<file path="config.mk">
export PLATFORM = sky130hd
export DESIGN_NAME = deadtime_gen
export DESIGN_NICKNAME = d
export VERILOG_FILES = /design/src/rtl/dtg_pkg.sv /design/src/rtl/dtg_tz_calc.sv /design/src/rtl/dtg_timer.sv /design/src/rtl/deadtime_gen.sv
export SDC_FILE = /design/constraint.sdc
export NUM_CORES = 1
export LEC_CHECK = 0
export BUFFER_PORTS_ARGS = -buffer_cell sky130_fd_sc_hd__buf_2
export CAP_MARGIN = 10
export CORE_MARGIN = 8
export CORE_UTILIZATION = 59
export CTS_CLUSTER_SIZE = 10
export DETAILED_ROUTE_END_ITERATION = 10
export GPL_TIMING_DRIVEN = 0
export PLACE_DENSITY = 0.76
export SLEW_MARGIN = 0
export SYNTH_ARGS = -nofsm -noshare
export SYNTH_HDL_FRONTEND = slang
export SYNTH_SLANG_ARGS = --single-unit
</file>
<file path="constraint.sdc">
create_clock -name clk -period 24.4 [get_ports clk]
set_input_delay 2.44 -clock clk [delete_from_list [all_inputs] [get_ports clk]]
set_output_delay 2.44 -clock clk [all_outputs]
set_load 0.05 [all_outputs]
</file>
<file path="src/rtl/dtg_pkg.sv">
package dtg_pkg;

  typedef enum logic [2:0] {
    ST_OFF,   // after reset, both gates low
    ST_HS,    // clamp switch conducting
    ST_DT1,   // first dead-time
    ST_LS,    // main switch conducting
    ST_ZW,    // adaptive: waiting for zero crossing
    ST_DT2    // second dead-time countdown
  } dtg_state_e;

  function automatic int ceil_div(input int num, input int den);
    return (num + den - 1) / den;
  endfunction

endpackage

</file>
<file path="src/rtl/dtg_tz_calc.sv">
module dtg_tz_calc #(
  parameter int TZ_W  = 8,
  parameter int LI_W  = 10,
  parameter int CNT_W = 12,
  parameter int LI_THR = 666
) (
  input  logic [TZ_W-1:0]  tz_min,
  input  logic [LI_W-1:0]  line_code,
  output logic [CNT_W-1:0] tz_cyc
);
  localparam int PW = TZ_W + LI_W + 3;
  localparam logic [PW-1:0] THR_P = PW'(LI_THR);
  localparam logic [PW-1:0] DEN_P = PW'(5 * LI_THR);

  logic [PW-1:0] eff, deficit, ext, cap, ext_c;

  always_comb begin
    eff     = (tz_min == '0) ? PW'(1) : PW'(tz_min);
    deficit = (PW'(line_code) < THR_P) ? (THR_P - PW'(line_code)) : '0;
    ext     = (eff * PW'(2) * deficit) / DEN_P;
    cap     = (eff * PW'(2)) / PW'(5);
    ext_c   = (ext > cap) ? cap : ext;
    tz_cyc  = CNT_W'(eff + ext_c);
  end

endmodule

</file>
<file path="src/rtl/dtg_timer.sv">
module dtg_timer #(
  parameter int W = 12
) (
  input  logic         clk,
  input  logic         rst,
  input  logic         load,
  input  logic [W-1:0] load_val,
  output logic         last
);
  logic [W-1:0] cnt;

  always_ff @(posedge clk) begin
    if (rst)              cnt <= '0;
    else if (load)        cnt <= load_val;
    else if (cnt != '0)   cnt <= cnt - W'(1);
  end

  assign last = (cnt == W'(1));

endmodule

</file>
<file path="src/rtl/deadtime_gen.sv">
module deadtime_gen
  import dtg_pkg::*;
#(
  parameter int CLK_PS  = 4000,
  parameter int FIX_PS  = 40000,
  parameter int ADP_PS  = 50000,
  parameter int TMO_CYC = 64,
  parameter int TZ_W    = 8,
  parameter int LI_W    = 10,
  parameter int LI_THR  = 666,
  parameter int CNT_W   = 12
) (
  input  logic            clk,
  input  logic            rst,
  input  logic            lo_req,
  input  logic [TZ_W-1:0] tz_min,
  input  logic [LI_W-1:0] line_code,
  input  logic            adapt_en,
  input  logic            zcd,
  output logic            hs_gate,
  output logic            ls_gate
);
  localparam int FIX_CYC = ceil_div(FIX_PS, CLK_PS);
  localparam int ADP_CYC = ceil_div(ADP_PS, CLK_PS);
  localparam logic [CNT_W-1:0] FIX_V = CNT_W'(FIX_CYC);
  localparam logic [CNT_W-1:0] ADP_V = CNT_W'(ADP_CYC);
  localparam logic [CNT_W-1:0] TMO_V = CNT_W'(TMO_CYC);

  dtg_state_e       st, st_n;
  logic             hs_q, ls_q, hs_n, ls_n;
  logic             mode_q, mode_n;
  logic             ld, tm_last;
  logic [CNT_W-1:0] ld_val, tz_cyc;

  dtg_tz_calc #(
    .TZ_W(TZ_W), .LI_W(LI_W), .CNT_W(CNT_W), .LI_THR(LI_THR)
  ) u_tz (
    .tz_min(tz_min), .line_code(line_code), .tz_cyc(tz_cyc)
  );

  dtg_timer #(.W(CNT_W)) u_tmr (
    .clk(clk), .rst(rst), .load(ld), .load_val(ld_val), .last(tm_last)
  );

  always_comb begin
    st_n   = st;
    hs_n   = hs_q;
    ls_n   = ls_q;
    mode_n = mode_q;
    ld     = 1'b0;
    ld_val = tz_cyc;
    case (st)
      ST_OFF, ST_HS: begin
        if (lo_req) begin
          hs_n = 1'b0; st_n = ST_DT1; ld = 1'b1; mode_n = adapt_en;
        end
      end
      ST_DT1: begin
        if (tm_last) begin
          ls_n = 1'b1; st_n = ST_LS;
        end
      end
      ST_LS: begin
        if (!lo_req) begin
          ls_n = 1'b0; ld = 1'b1;
          if (mode_q) begin st_n = ST_ZW;  ld_val = TMO_V; end
          else        begin st_n = ST_DT2; ld_val = FIX_V; end
        end
      end
      ST_ZW: begin
        if (lo_req) begin
          st_n = ST_DT1; ld = 1'b1; mode_n = adapt_en;
        end else if (zcd) begin
          st_n = ST_DT2; ld = 1'b1; ld_val = ADP_V;
        end else if (tm_last) begin
          hs_n = 1'b1; st_n = ST_HS;
        end
      end
      ST_DT2: begin
        if (lo_req) begin
          st_n = ST_DT1; ld = 1'b1; mode_n = adapt_en;
        end else if (tm_last) begin
          hs_n = 1'b1; st_n = ST_HS;
        end
      end
      default: begin
        st_n = ST_OFF; hs_n = 1'b0; ls_n = 1'b0;
      end
    endcase
  end

  always_ff @(posedge clk) begin
    if (rst) begin
      st     <= ST_OFF;
      hs_q   <= 1'b0;
      ls_q   <= 1'b0;
      mode_q <= 1'b0;
    end else begin
      st     <= st_n;
      hs_q   <= hs_n;
      ls_q   <= ls_n;
      mode_q <= mode_n;
    end
  end

  assign hs_gate = hs_q;
  assign ls_gate = ls_q;

endmodule

</file>
After elaboration in Yosys (flattened, before gate mapping):

Cells that the tools add are included.

* $add $sub $neg: 3
* equal/unequal tests: 12
* bitwise gates (word level): 2
* multipliers: 1
* $lt $le $gt $ge: 2
* div/mod/pow operators: 2
* reduce and logical (&&, ||, !) cells: 12
* shifts and indexed selects: 0
* mux-type cells: 33

Operator list (count)
* 12-bit two-way mux: 6
* 12-bit one-hot mux with 2 select lines: 1
* 21-bit by 12-bit divider with 21-bit output (second input constant): 1
* 21-bit by 3-bit divider with 21-bit output (second input constant): 1
* 21-bit greater-than comparator: 1
* 20-bit by 21-bit multiplier with 20-bit output: 1
* 21-bit two-way mux: 1
* 3-bit two-way mux: 7
* 3-bit one-hot mux with 5 select lines: 1
* 12-bit adder: 1
* 12-bit by 1-bit equality test with 1-bit output (second input constant): 1
* 1-bit two-way mux: 12
* 2-bit != test (second input constant): 6
* 12-bit nonzero test: 1
* 12-bit by 1-bit subtractor with 12-bit output (second input constant): 1
* 10-bit by 10-bit subtractor with 11-bit output (first input constant): 1
* 10-bit less-than comparator (second input constant): 1
* 8-bit logical NOT: 1
* 8-bit two-way mux: 1
* 7-bit two-way mux: 1
* 3-bit by 2-bit equality test with 1-bit output (second input constant): 2
* 3-bit equality test (second input constant): 2
* 1-bit one-hot mux with 3 select lines: 2
* 3-bit AND reduction: 2
* other kinds (10): 12

* output and inout port bits: 2
* word-level logic and storage cells: 72
* memory bits (read-only): 0
* input bits: 23
* flip-flop bits (word level): 18
* bits in writable memories: 0
* bits in latches: 0
* memories: 0

Longest topological paths before layout:

Gate-level depths: netlist of the first run.

* word-level depth: 11
* mapped depth: 88
* gate-level depth less buffers: 78

Cells and area by module:

From an unflattened synthesis of the first run, not the netlist that was laid out.

* cells, all modules: 1405
* area total of the unflattened synthesis: 10306.1 µm²

By module, submodules not included
* dtg_tz_calc: area an instance 9102.5 µm², cells each 1249, seq. area each 0.0 µm², times used 1
* dtg_timer: area an instance 708.2 µm², cells each 83, seq. area each 240.2 µm², times used 1
* deadtime_gen: area an instance 495.5 µm², cells each 73, seq. area each 120.1 µm², times used 1

Least setup slack after synthesis of the first run:

OpenSTA, ideal clock, no wires.

* path kind: input-to-reg
* start: input line_code[1]
* end: register u_tmr.cnt[7]
* data required time: 24.273 ns
* stages: 76
* setup time: 0.127 ns
* setup slack: 5.585 ns
* data arrival time: 18.688 ns
* path buffers: 6
* cells stage by stage: a21oi_1 -> nor2_1 -> or3_1 -> a41o_1 -> a21oi_1 -> nor2b_1 -> clkbuf_1 -> or3_1 -> fa_1 -> fa_1 -> inv_1 -> fa_1 -> inv_1 -> fa_1 -> inv_1 -> ha_1 -> a21oi_1 -> o21ai_2 -> [... 40 more ...] -> o21ai_0 -> nand2b_1 -> a21oi_1 -> o22ai_1 -> nor3_1 -> o21ai_0 -> o21a_1 -> ha_1 -> a21o_1 -> a21oi_1 -> nor2b_1 -> o21ai_0 -> nand2b_1 -> a21o_1 -> a21oi_1 -> xnor2_1 -> a21oi_1 -> nor2_1

* longest elaborated chain between the ends: 11
* elaborated cells between the ends (all ways): 13
* those cells by class: add/sub (2); mul (1); div (1); order compare (2); mux (7)

RTL lines
* from (decl): RTL line deadtime_gen.sv:17 `input logic [LI_W-1:0] line_code,`
* 10-bit by 10-bit subtractor with 11-bit output or 10-bit less-than comparator (tied branches): RTL line dtg_tz_calc.sv:19 `deficit = (PW'(line_code) < THR_P) ? (THR_P - PW'(line_code)) : '0;`
* 21-bit two-way mux (*): RTL line dtg_tz_calc.sv:19
* 20-bit by 21-bit multiplier with 20-bit output (*): RTL line dtg_tz_calc.sv:20 `ext = (eff * PW'(2) * deficit) / DEN_P;`
* 21-bit by 12-bit divider with 21-bit output (*): RTL line dtg_tz_calc.sv:20
* 21-bit greater-than comparator: RTL line dtg_tz_calc.sv:22 `ext_c = (ext > cap) ? cap : ext;`
* 12-bit two-way mux (*): RTL line dtg_tz_calc.sv:22
* 12-bit adder (*): RTL line dtg_tz_calc.sv:23 `tz_cyc = CNT_W'(eff + ext_c);`
* 12-bit two-way mux: RTL line deadtime_gen.sv:73 `end else if (zcd) begin`
* 12-bit two-way mux: RTL line deadtime_gen.sv:71 `if (lo_req) begin`
* 12-bit one-hot mux with 2 select lines (*): RTL line deadtime_gen.sv:52 `case (st)`
* 12-bit two-way mux (*): RTL line dtg_timer.sv:14 `else if (load) cnt <= load_val;`
* to (signal assigned): RTL line dtg_timer.sv:14
* to (signal assigned): RTL line dtg_timer.sv:15 `else if (cnt != '0) cnt <= cnt - W'(1);`
* to (decl): RTL line dtg_timer.sv:10 `logic [W-1:0] cnt;`

Mark *: on every way between the ends. The rest lies on a longest branch, timed or not.
A chain may end at the register's enable or synchronous reset.

Final worst setup path of the first run:

Same ends and word-level chain as after synthesis.

==> results of run 1 <==
## area by class of cell
class                   instances  area (um^2)
well taps                     216        270.3
clock buffers                   4        88.84
fillers                      1494         5837
repair buffers                 24        120.1
inverters                     114        430.4
flip-flops and latches         18        360.3
multi-input cells            1096         8353
plain buffers                  58        252.7
## worst paths after layout
check                             startpoint  slack [ns]      endpoint  depth (start not counted)
worst min register to register        mode_q        0.50        mode_q                          2
worst max-delay path            line_code[1]        2.90  u_tmr.cnt[7]                         74
worst max register to register  u_tmr.cnt[2]       22.08  u_tmr.cnt[6]                          8
worst min-delay path                  mode_q        0.50        mode_q                          2
## cell families (layout without fill, tap and decap cells)
family / Yosys count / count (layout) / synth area share [%]
multiplexers: 23 / 23 / 2.663
AND/OR/NAND/NOR: 497 / 497 / 27.02
XOR/XNOR: 74 / 74 / 6.897
adder cells (fa/ha/maj): 129 / 129 / 23.28
buffers and inverters: 172 / 200 / 7.270
AO/OA/AOI/OAI: 372 / 372 / 29.00
other: 1 / 1 / 0.03991
flip-flops: 18 / 18 / 3.835
## cells in the mapped netlist (17+ instances only)
master and number:
nand2_1 92, ha_1 50, fa_1 77, a21o_1 18
xnor2_1 52, dfxtp_1 18, xor2_1 22, inv_1 109
o211ai_1 17, a211oi_1 21, o21ai_0 56, a21oi_1 85
nand3_1 25, nor3_1 93, and2_1 29, clkbuf_1 48
nor2_1 130
## routing by layer
metal  part of all wire [%]  up-vias
li1                       -     4758
met1                     47     4524
met2                     46      363
met3                    5.8       44
met4                    1.6        0
met5                      0        -
## flip-flops by register name, indices dropped and copies added, names as in the netlist
signal / flops
hs_gate: 1
ls_gate: 1
mode_q: 1
st: 3
u_tmr.cnt: 12
## metrics by stage
| stage | area, um^2 | hold slack [ns] | setup slack, ns |
|---|---|---|---|
| 2_1_floorplan | 9397 | 0.4496 | 5.585 |
| 3_3_place_gp | 9782 | 0.4695 | 2.624 |
| 3_5_place_dp | 9787 | 0.4790 | 3.055 |
| 4_1_cts | 9876 | 0.5037 | 3.215 |
| 5_1_grt | 9876 | 0.5431 | 1.335 |
| 6_report | 9876 | 0.4983 | 2.897 |
## worst min-delay path, cell delays in order, from the launching register on
cell,delay [ns]
dfxtp_1,0.32
nand2_1,0.07
a21oi_1,0.06
==> impl_metrics.json, run 1 <==
{
  "slew_headroom_pct": 23.12,
  "hp-class": "register to register",
  "die-area_um2": 20220,
  "via_per_inst": 6.333,
  "ioPinCount": 25,
  "grt_remaining_overflow": 0,
  "hold_violations": 0,
  "final_util_pct": 62.85,
  "cts_root_buf": "clkbuf_16",
  "worst_pin_slew_ns": 1.146,
  "syn-instance-count": 1286,
  "ys_ff_latch": 18,
  "grt_use_met3_pct": 1.879,
  "grt_pass1_vias": 8942,
  "synth_edf_count": 0,
  "wirelength_um": 24360,
  "diodes": 0,
  "grt_max_degree": 11,
  "synth_top_area_cell": "fa_1",
  "synth_area_leaders": "fa_1, ha_1, nor2_1",
  "synth_async_sr_flop_share_pct": 0,
  "post-route-drc-count": 0,
  "finalWorstPathRequiredPeriod_ns": 21.50,
  "syn-num-nets": 1436,
  "cts.sinks": 18,
  "wl_per_cell_um": 15.92,
  "fin_tns_setup_ns": 0,
  "die_w_um": 142.2,
  "mappedNetlistArea_um2": 9397,
  "cpPeakStageDelay_ns": 0.87,
  "cts_resized": 0,
  "yosys.area.top_type_share_pct": 16.40,
  "firstDrtPassIters": 6,
  "cts-buffers-inserted": 3,
  "first_iter_violations": 825,
  "syn_area_per_cell_um2": 7.307,
  "setup_viol_count_final": 0,
  "grt_pass1_wl_um": 41750,
  "rsz0062_at_grt": "false",
  "num_vias": 9689,
  "hpwl_um": 19950,
  "yosysWarnings": 0,
  "num_rows": 46,
  "drv_slew": 0,
  "ant_nets": 0,
  "grt.total_usage_pct": 23.94,
  "ctsHoldBuffers": 0,
  "post-cts-setup-buffers": 0,
  "start_util_pct": 59.80,
  "skew_ns": 0.003118,
  "fin_cells": 1530,
  "ys_types": 109,
  "htree_levels": 1,
  "use_met1_pct": 34.11,
  "cts_tree": "yes",
  "layout.nets": 1465,
  "dp.cells": 1526,
  "clock.fmax_mhz": 46.51,
  "mostFrequentLayoutCells": "nor2_1, inv_1, nor3_1",
  "area_growth_syn_to_layout_pct": 5.100,
  "antenna_found_initial": 0,
  "outcome": "complete, no violations",
  "die_h_um": 142.2,
  "insertion_delay_ns": 0.25,
  "cp.arrival_ns": 21.63,
  "worstPathMaxFanout": 10,
  "min_period_over_period_pct": 88.13,
  "cp-start-kind": "input port",
  "crit_top_cell": "a21oi_1",
  "final_common_cell": "nor2_1",
  "path_delay_family": "compound AO/OA/AOI/OAI gates",
  "drive_gt1_share_pct": 7.686,
  "worstSetupPathType": "input port to register",
  "use_met2_pct": 38.89,
  "grt-busiest-layer": "met2",
  "core_um2": 15710,
  "clk_pin_slew_worst_paths_ns": 0.05,
  "ys_seq_area_share_pct": 3.835,
  "slowest_stage": "a2111oi_0",
  "critPathBufInv": 6,
  "cts.path.max_buffers": 2,
  "synth_ff_type": "dfxtp_1",
  "maxCapViolations": 0,
  "cp-end-kind": "register",
  "io_buffers": 23,
  "routabilityCongestion": 0.9434,
  "required_ns": 24.53
}
Power of run 1 is not shown: default switching activity piles up to over one toggle a cycle in this logic, so the estimate is an artifact.
==> run 2: changes to the inputs <==
--- a/config.mk
+++ b/config.mk
@@ -7,6 +7,7 @@
 export LEC_CHECK = 0
 export BUFFER_PORTS_ARGS = -buffer_cell sky130_fd_sc_hd__buf_2
 export CAP_MARGIN = 10
+export CORE_ASPECT_RATIO = 0.8
 export CORE_MARGIN = 8
 export CORE_UTILIZATION = 59
 export CTS_CLUSTER_SIZE = 10
==> impl_metrics.json, run 2 (synthesized netlist as in run 1, its figures left out) <==
{
  "outcome": "complete, no violations",
  "slew_headroom_pct": 28.93,
  "core_um2": 15700,
  "start_util_pct": 59.86,
  "insertion_delay_ns": 0.25,
  "io_buffers": 23,
  "cpPeakStageDelay_ns": 0.94,
  "path_delay_family": "compound AO/OA/AOI/OAI gates",
  "worstSetupPathType": "input port to register",
  "grt_pass1_wl_um": 42770,
  "die_w_um": 157.1,
  "clock.fmax_mhz": 46.59,
  "wirelength_um": 25000,
  "final_area_um2": 9874,
  "rrSetupSlack_ns": 22.08,
  "drv_slew": 0,
  "cts_tree": "yes",
  "top_regs": "u_tmr.cnt (12), st (3)",
  "hold_violations": 0,
  "rsz0062_at_grt": "false",
  "worstPathMaxFanout": 10,
  "crit_top_cell": "a21oi_1",
  "hpwl_um": 20360,
  "post-route-drc-count": 0,
  "grt_remaining_overflow": 0,
  "mostFrequentLayoutCells": "nor2_1, inv_1, nor3_1",
  "area_growth_syn_to_layout_pct": 5.087,
  "via_per_inst": 6.424,
  "cts.path.max_buffers": 2,
  "setup_viol_count_final": 0,
  "pre_cts_slack_ns": 3.030,
  "cp-start-kind": "input port",
  "post-cts-setup-buffers": 0,
  "worst_pin_slew_ns": 1.060,
  "top_register": "u_tmr.cnt",
  "die-area_um2": 20250,
  "first_iter_violations": 957,
  "place_area_um2": 9786,
  "rr_worst_depth": 8,
  "num_vias": 9823,
  "num_rows": 41,
  "min_path_cells": 2,
  "grt.total_usage_pct": 24.64,
  "hp-class": "register to register",
  "maxCapViolations": 0,
  "ant_nets": 0,
  "ctsHoldBuffers": 0,
  "cp-end-kind": "register",
  "firstDrtPassIters": 7,
  "wl_per_cell_um": 16.35,
  "fin_tns_setup_ns": 0,
  "die_h_um": 128.9,
  "drive_gt1_share_pct": 7.686,
  "routabilityCongestion": 0.9243,
  "layout.nets": 1465,
  "fin_hold_ws_ns": 0.4845,
  "min_period_over_period_pct": 87.97,
  "cp.depth": 74,
  "cts_root_buf": "clkbuf_16",
  "cts_resized": 0,
  "critPathBufInv": 6,
  "final_common_cell": "nor2_1",
  "htree_levels": 1,
  "setup_ws_ns": 2.934,
  "antenna_found_initial": 0,
  "ioPinCount": 25,
  "cts.sinks": 18,
  "required_ns": 24.52,
  "grt_max_degree": 11,
  "slowest_stage": "a2111oi_0",
  "largest_register_ffs": 12,
  "clk_pin_slew_worst_paths_ns": 0.05,
  "diodes": 0,
  "grt_pass1_vias": 8923,
  "cp.arrival_ns": 21.59,
  "skew_ns": 0.005590,
  "cts-buffers-inserted": 3,
  "finalWorstPathRequiredPeriod_ns": 21.47
}
-- run 2: cell counts in the layout (fill, tap and decap cells not counted) --
Identical to the previous run, type by type.
-- run 2: per-layer routing --
layer | wire length (um) | share of wire (%) | up-vias | track usage (%)
met5 | 0 | 0 | - | 0
met4 | 209 | 0.84 | 0 | 2.737
met3 | 1944 | 7.8 | 22 | 2.279
met2 | 10580 | 42 | 427 | 37.73
met1 | 12270 | 49 | 4618 | 37.72
li1 | - | - | 4756 | -
-- run 2: area by class of cell --
cell class	instances	area, um^2
flip-flops and latches	18	360.3
well taps	215	269.0
multi-input cells	1096	8353
plain buffers	58	252.7
inverters	114	430.4
repair buffers	24	120.1
clock buffers	4	88.84
fillers	1508	5823
-- run 2: worst register-to-register path: stages (launching register included) --
cell	delay, ns
dfxtp_1	0.34
or4_1	0.56
nor3_1	0.36
nand3_1	0.34
nor3b_1	0.24
a21oi_1	0.12
o22ai_1	0.09
nor2_1	0.10
nor2_1	0.04
-- run 2: through the flow --
| stage | util, % | instances |
|---|---|---|
| 6_report | 62.90 | 1529 |
| 3_3_place_gp | 62.31 | 1524 |
| 2_1_floorplan | - | 1286 |
| 5_1_grt | 62.90 | 1529 |
| 4_1_cts | 62.90 | 1529 |
| 3_5_place_dp | 62.34 | 1525 |
-- run 2: final timing paths --
| path | start | end |
|---|---|---|
| min reg2reg | mode_q | mode_q |
| max reg2reg | u_tmr.cnt[2] | u_tmr.cnt[6] |
| max | line_code[1] | u_tmr.cnt[7] |
| min | mode_q | mode_q |
Power of run 2 is left out for the same reason.
